--- src/rtl/dbus_tx_pkg.sv ---
package dbus_tx_pkg;

    localparam int SEG_W = 16;

    typedef enum logic [3:0] {
        ST_IDLE,
        ST_ATTN,
        ST_CSTART,
        ST_CMD,
        ST_CSTOP,
        ST_GAP,
        ST_DSTART,
        ST_DATA,
        ST_DSTOP,
        ST_GRST
    } tx_state_e;

    // One timed piece of line activity: low for 'lo' ticks, then released
    // until 'tot' ticks have gone by since the piece began.
    typedef struct packed {
        logic [SEG_W-1:0] lo;
        logic [SEG_W-1:0] tot;
    } seg_t;

    function automatic logic is_write_cmd(input logic [7:0] c);
        return c[3:2] == 2'b10;
    endfunction

    function automatic seg_t make_seg(input int lo_t, input int tot_t);
        seg_t s;
        s.lo  = SEG_W'(lo_t);
        s.tot = SEG_W'(tot_t);
        return s;
    endfunction

endpackage

--- src/rtl/dbus_seg_timer.sv ---
module dbus_seg_timer
    import dbus_tx_pkg::*;
(
    input  logic clk,
    input  logic rst,
    input  logic run,
    input  logic tick,
    input  seg_t seg,
    output logic seg_end,
    output logic pull
);

    logic [SEG_W-1:0] elapsed;

    // The piece ends on the tick that completes it, so the next piece
    // begins counting on the very next tick with no lost time.
    assign seg_end = run && tick && (elapsed == seg.tot - 1'b1);
    assign pull    = run && (elapsed < seg.lo);

    always_ff @(posedge clk) begin
        if (rst || !run) begin
            elapsed <= '0;
        end else if (seg_end) begin
            elapsed <= '0;
        end else if (tick) begin
            elapsed <= elapsed + 1'b1;
        end
    end

    // count never runs past the current piece
    a_r11_elapsed_bound: assert property (@(posedge clk) disable iff (rst)
        run |-> (elapsed < seg.tot));

endmodule

--- src/rtl/dbus_tx_seq.sv ---
module dbus_tx_seq
    import dbus_tx_pkg::*;
#(
    parameter int T_ZERO_LO = 65,
    parameter int T_ONE_LO  = 35,
    parameter int T_CELL    = 100,
    parameter int T_ATTN    = 765,
    parameter int T_GAP     = 200,
    parameter int T_GRST    = 3000
) (
    input  logic       clk,
    input  logic       rst,
    input  logic       req,
    input  logic       greset_req,
    input  logic [7:0] cmd_in,
    input  logic [7:0] hi_in,
    input  logic [7:0] lo_in,
    input  logic       seg_end,
    output logic       busy,
    output logic       done,
    output seg_t       seg
);

    localparam int BYTE_LAST = 7;
    localparam int WORD_LAST = 15;

    tx_state_e   st;
    logic [7:0]  cmd_q;
    logic [15:0] dat_q;
    logic [3:0]  idx;
    logic        cur_bit;

    assign busy = (st != ST_IDLE);

    always_comb begin
        if (st == ST_DATA) cur_bit = dat_q[4'(WORD_LAST) - idx];
        else               cur_bit = cmd_q[3'(BYTE_LAST) - idx[2:0]];
    end

    always_comb begin
        unique case (st)
            ST_ATTN:              seg = make_seg(T_ATTN, T_ATTN);
            ST_CSTART, ST_DSTART: seg = make_seg(T_ONE_LO, T_CELL);
            ST_CMD, ST_DATA:      seg = make_seg(cur_bit ? T_ONE_LO : T_ZERO_LO, T_CELL);
            ST_CSTOP, ST_DSTOP:   seg = make_seg(T_ZERO_LO, T_CELL);
            ST_GAP:               seg = make_seg(0, T_GAP);
            ST_GRST:              seg = make_seg(T_GRST, T_GRST);
            default:              seg = make_seg(0, 1);
        endcase
    end

    always_ff @(posedge clk) begin
        if (rst) begin
            st    <= ST_IDLE;
            cmd_q <= '0;
            dat_q <= '0;
            idx   <= '0;
            done  <= 1'b0;
        end else begin
            done <= 1'b0;
            unique case (st)
                ST_IDLE: begin
                    idx <= '0;
                    if (greset_req) begin
                        st <= ST_GRST;
                    end else if (req) begin
                        st    <= ST_ATTN;
                        cmd_q <= cmd_in;
                        dat_q <= {hi_in, lo_in};
                    end
                end
                ST_ATTN:   if (seg_end) st <= ST_CSTART;
                ST_CSTART: if (seg_end) begin st <= ST_CMD; idx <= '0; end
                ST_CMD: if (seg_end) begin
                    if (idx == 4'(BYTE_LAST)) st <= ST_CSTOP;
                    else                      idx <= idx + 1'b1;
                end
                ST_CSTOP: if (seg_end) begin
                    if (is_write_cmd(cmd_q)) begin
                        st <= ST_GAP;
                    end else begin
                        st   <= ST_IDLE;
                        done <= 1'b1;
                    end
                end
                ST_GAP:    if (seg_end) st <= ST_DSTART;
                ST_DSTART: if (seg_end) begin st <= ST_DATA; idx <= '0; end
                ST_DATA: if (seg_end) begin
                    if (idx == 4'(WORD_LAST)) st <= ST_DSTOP;
                    else                      idx <= idx + 1'b1;
                end
                ST_DSTOP, ST_GRST: if (seg_end) begin
                    st   <= ST_IDLE;
                    done <= 1'b1;
                end
                default: st <= ST_IDLE;
            endcase
        end
    end

    // captured bytes stay fixed for the whole transfer
    a_r9_capture_hold: assert property (@(posedge clk) disable iff (rst)
        (busy && $past(busy)) |-> ($stable(cmd_q) && $stable(dat_q)));

    // done lasts a single cycle
    a_r10_done_single: assert property (@(posedge clk) disable iff (rst)
        done |=> !done);

    // done marks the fall of busy
    a_r10_done_at_end: assert property (@(posedge clk) disable iff (rst)
        done |-> (!busy && $past(busy)));

    // command bit index stays within one byte
    a_r5_cmd_index: assert property (@(posedge clk) disable iff (rst)
        (st == ST_CMD) |-> (idx <= 4'(BYTE_LAST)));

endmodule

--- src/rtl/dbus_cmd_tx.sv ---
module dbus_cmd_tx
    import dbus_tx_pkg::*;
#(
    parameter int T_ZERO_LO = 65,
    parameter int T_CELL    = 100,
    parameter int T_LEAD    = 800,
    parameter int T_GAP     = 200,
    parameter int T_GRST    = 3000
) (
    input  logic       clk,
    input  logic       rst,
    input  logic       us_tick,
    input  logic       req,
    input  logic       greset_req,
    input  logic [7:0] cmd,
    input  logic [7:0] data_hi,
    input  logic [7:0] data_lo,
    output logic       drive_low,
    output logic       busy,
    output logic       done
);

    // A 1 bit is the mirror image of a 0 bit inside the cell; the attention
    // low is what remains of the lead-in once the start bit low is added.
    localparam int T_ONE_LO = T_CELL - T_ZERO_LO;
    localparam int T_ATTN   = T_LEAD - T_ONE_LO;

    seg_t seg;
    logic seg_end;

    dbus_tx_seq #(
        .T_ZERO_LO (T_ZERO_LO),
        .T_ONE_LO  (T_ONE_LO),
        .T_CELL    (T_CELL),
        .T_ATTN    (T_ATTN),
        .T_GAP     (T_GAP),
        .T_GRST    (T_GRST)
    ) i_seq (
        .clk        (clk),
        .rst        (rst),
        .req        (req),
        .greset_req (greset_req),
        .cmd_in     (cmd),
        .hi_in      (data_hi),
        .lo_in      (data_lo),
        .seg_end    (seg_end),
        .busy       (busy),
        .done       (done),
        .seg        (seg)
    );

    dbus_seg_timer i_timer (
        .clk     (clk),
        .rst     (rst),
        .run     (busy),
        .tick    (us_tick),
        .seg     (seg),
        .seg_end (seg_end),
        .pull    (drive_low)
    );

    // line is released whenever idle
    a_r1_idle_release: assert property (@(posedge clk) disable iff (rst)
        !busy |-> !drive_low);

    // line level moves only after a tick while a transfer runs
    a_r11_tick_paced: assert property (@(posedge clk) disable iff (rst)
        (busy && $past(busy) && (drive_low != $past(drive_low))) |-> $past(us_tick));

endmodule

--- config.mk ---
export PLATFORM = sky130hd
export DESIGN_NAME = dbus_cmd_tx
export DESIGN_NICKNAME = d
export VERILOG_FILES = /design/src/rtl/dbus_tx_pkg.sv /design/src/rtl/dbus_seg_timer.sv /design/src/rtl/dbus_tx_seq.sv /design/src/rtl/dbus_cmd_tx.sv
export SDC_FILE = /design/constraint.sdc
export NUM_CORES = 1
export LEC_CHECK = 0
export ABC_AREA = 1
export BUFFER_PORTS_ARGS = -buffer_cell sky130_fd_sc_hd__buf_4
export CAP_MARGIN = 10
export CORE_ASPECT_RATIO = 0.8
export CORE_MARGIN = 1
export CORE_UTILIZATION = 40
export DETAILED_ROUTE_END_ITERATION = 10
export PLACE_DENSITY = 0.69
export REMOVE_ABC_BUFFERS = 1
export SETUP_SLACK_MARGIN = 0.1
export SLEW_MARGIN = 10
export SYNTH_ARGS = -nofsm -noshare
export SYNTH_HDL_FRONTEND = slang
export SYNTH_SLANG_ARGS = --single-unit
--- constraint.sdc ---
create_clock -name clk -period 2.65 [get_ports clk]
set_input_delay 0.265 -clock clk [delete_from_list [all_inputs] [get_ports clk]]
set_output_delay 0.265 -clock clk [all_outputs]
set_load 0.01 [all_outputs]
==> flow_summary.ini <==
[grt]
overflow = 0
grt_max_degree = 30
gr-usage-all-layers = 0.2114
grt_pass1_wl_um = 13370
grt_pass1_vias = 2871
antenna_found_initial = 0

[logic_synthesis]
syn_inst = 459
synth_cell_types = 39
yosys_warnings = 0
synth.avg_cell_area_sq_um = 6.531
ys_seq_area_frac = 0.3272
netlist_area_sq_mm = 0.002998
ys_ff_latch = 49

[power]
power.switching_uw = 1495
seqPwrFrac = 0.282
intPower_uw = 1854
swShare = 0.4465
p_leak_uw = 0.001684
p_comb_frac = 0.551
powerDensity_mw_per_mm2 = 901.8
power.share.clock = 0.167
vdd_drop_max_uv = 370.3

[cells_and_area]
diodes = 0
layout_common_cells = nor2_1 (89), nand2_1 (86), buf_4 (50), dfxtp_1 (43), inv_1 (36)
layout_commonest_cell = nor2_1
multi_input_area_sq_mm = 0.001931
area_growth_pct = 23.87
num-nets-final = 547
drive_above_1_share = 0.2372
seq_area_sq_um = 988.4
n_fill_cell = 689
fin_area_sq_mm = 0.003714

[placed_design]
place.detailed.hpwl_um = 5862
numPortBuffers = 31
gp_congestion = 0.9284
postPlaceCellArea_sq_mm = 0.003422
place_ws_ns = -0.08541

[timing]
fmax_mhz = 342.6
worst_pin_slew_ns = 0.3934
max-slew-margin-rel = 0.7350
maxSlewViolCount = 0
rsz0062_at_grt = yes
setup_violations = 1
finalCritPeriodShare = 1.102
fin_crit_ns = 2.919
hold_violations = 0
worst_slack_ns = -0.2691
skew_ns = 0.005759

[floorplan]
die-area_sq_mm = 0.007847
start_util = 0.4246
rows = 27
io_pins = 32
fp.dieW_um = 98.79
fp.dieH_um = 79.43
core_area_sq_mm = 0.007061

[clocking]
cts_made_buffers = 5
cts_tree = yes
cts_root_buffer = clkbuf_8
clk_pin_slew_worst_paths_ns = 0.10
cts.path.max_buffers = 2
clock_sink_count = 49
cts_htree_levels = 2
clk_latency_ns = 0.32

[detailed_routing]
vias = 3091
via_per_inst = 5.212
drc = 0
drt_iter0_drc = 231
wl_um = 7879
routedWlPerCell_um = 13.29
drtPass1Iterations = 5
final_antenna_net_count = 0

[critical_path]
path_class = register to output pin
critPathLaunchType = register
critPathCaptureType = output pin
critical_path_arrival_ns = 2.65
ff2ff_setup_slack_ns = 0.02
required_ns = 2.38
cp_max_fo = 6

[outcome]
status = complete, but fails checks
violations = negative setup slack

[min_path]
hp-class = input pin to register

[job]
maxCapViolCount = 0
==> stage by stage <==
stage          hold WS, ns  utilization  setup TNS [ns]  power [uW]  cells
2_1_floorplan       0.3341            -        -0.05695        2068    446
3_3_place_gp        0.4510       0.4847        -0.01070        2506    582
3_5_place_dp        0.4617       0.4847        -0.08541        2556    582
4_1_cts             0.1521       0.5058         -0.2449        3145    590
5_1_grt             0.1682       0.5260          -1.485        3622    593
6_report            0.1632       0.5260         -0.2691        3349    593
==> timing repair <==
action,CTS,global route
resized for setup,16,32
pin swaps,2,16
cloned,0,0
endpoints found under the setup margin,25,26
hold buffers,0,0
setup buffers,0,3
==> synthesized netlist by cell type, drive strengths merged <==
| cell type | instances | area, sq um |
|---|---|---|
| a211o | 1 | 8.760 |
| a211oi | 2 | 15.01 |
| a21boi | 1 | 11.26 |
| a21oi | 21 | 105.1 |
| a31oi | 1 | 6.260 |
| and3 | 1 | 6.260 |
| buf | 3 | 20.01 |
| clkbuf | 10 | 37.54 |
| dfxtp | 49 | 980.9 |
| ha | 13 | 162.7 |
| inv | 46 | 172.7 |
| mux2i | 1 | 10.01 |
| nand2 | 98 | 392.9 |
| nand3 | 36 | 202.7 |
| nand4 | 10 | 68.81 |
| nor2 | 98 | 394.1 |
| nor3 | 8 | 40.04 |
| nor3b | 3 | 22.52 |
| nor4 | 1 | 6.260 |
| o211ai | 1 | 7.510 |
| o21a | 1 | 7.510 |
| o21ai | 39 | 202.7 |
| o22ai | 4 | 25.02 |
| o31ai | 1 | 7.510 |
| or2 | 1 | 6.260 |
| or4 | 1 | 7.510 |
| xnor2 | 1 | 8.760 |
| xor2 | 7 | 61.31 |
==> critical path, cell delays in order (launching register included) <==
cell	delay, ns
dfxtp_2	0.35
buf_4	0.16
o21ai_2	0.13
o22ai_1	0.09
nand2_1	0.09
a21oi_2	0.07
o31ai_2	0.28
nor2_1	0.11
nor2_1	0.11
ha_1	0.23
o21a_1	0.10
o211ai_1	0.15
nand2_1	0.07
nand4_1	0.08
nand2_1	0.07
a21oi_2	0.13
buf_4	0.12
==> per-layer routing <==
layer,vias to the layer above,track usage,part of all wire
li1,1588,-,-
met1,1427,0.3130,0.52
met2,72,0.3224,0.43
met3,4,0.03152,0.048
met4,0,0.04478,0.0082
met5,-,0,0
==> registers in the layout, summed over array words and instances, names as in the netlist <==
| register | count |
|---|---|
| i_seq.st | 4 |
| i_seq.cmd_q | 8 |
| i_seq.idx | 4 |
| i_timer.elapsed | 16 |
| i_seq.dat_q | 16 |
| i_seq.done | 1 |
==> layout make-up <==
type                            count  share of cell area
Clock buffer                        5             0.01853
Clock inverter                      3             0.01247
Inverter                           46             0.04650
Multi-Input combinational cell    351              0.5199
Sequential cell                    49              0.2662
Tap cell                           87             0.02931
Timing Repair Buffer               52              0.1071
==> cell families after synthesis <==
| logic type | share of synthesized area |
|---|---|
| AO/OA/AOI/OAI | 0.1323 |
| multiplexers | 0.003339 |
| AND/OR/NAND/NOR | 0.3827 |
| flip-flops | 0.3272 |
| XOR/XNOR | 0.02337 |
| buffers and inverters | 0.07679 |
| adder cells (fa/ha/maj) | 0.05426 |
==> power groups by stage <==
stage          clock, uW  sequential [uW]  combinational [uW]
6_report             559              945                1840
5_1_grt              596              961                2060
4_1_cts              561              938                1650
3_5_place_dp           0              947                1610
3_3_place_gp           0              948                1560
2_1_floorplan          0              949                1120
==> worst paths after layout <==
kind                  startpoint              end  cells past startpoint
setup / recovery    i_seq.idx[0]        drive_low                     16
hold / removal        data_hi[2]  i_seq.dat_q[10]                      3
hold reg to reg   i_seq.cmd_q[5]   i_seq.cmd_q[5]                      2
setup reg to reg     i_seq.st[3]      i_seq.st[2]                     22
(Power assumes the default switching activity.)
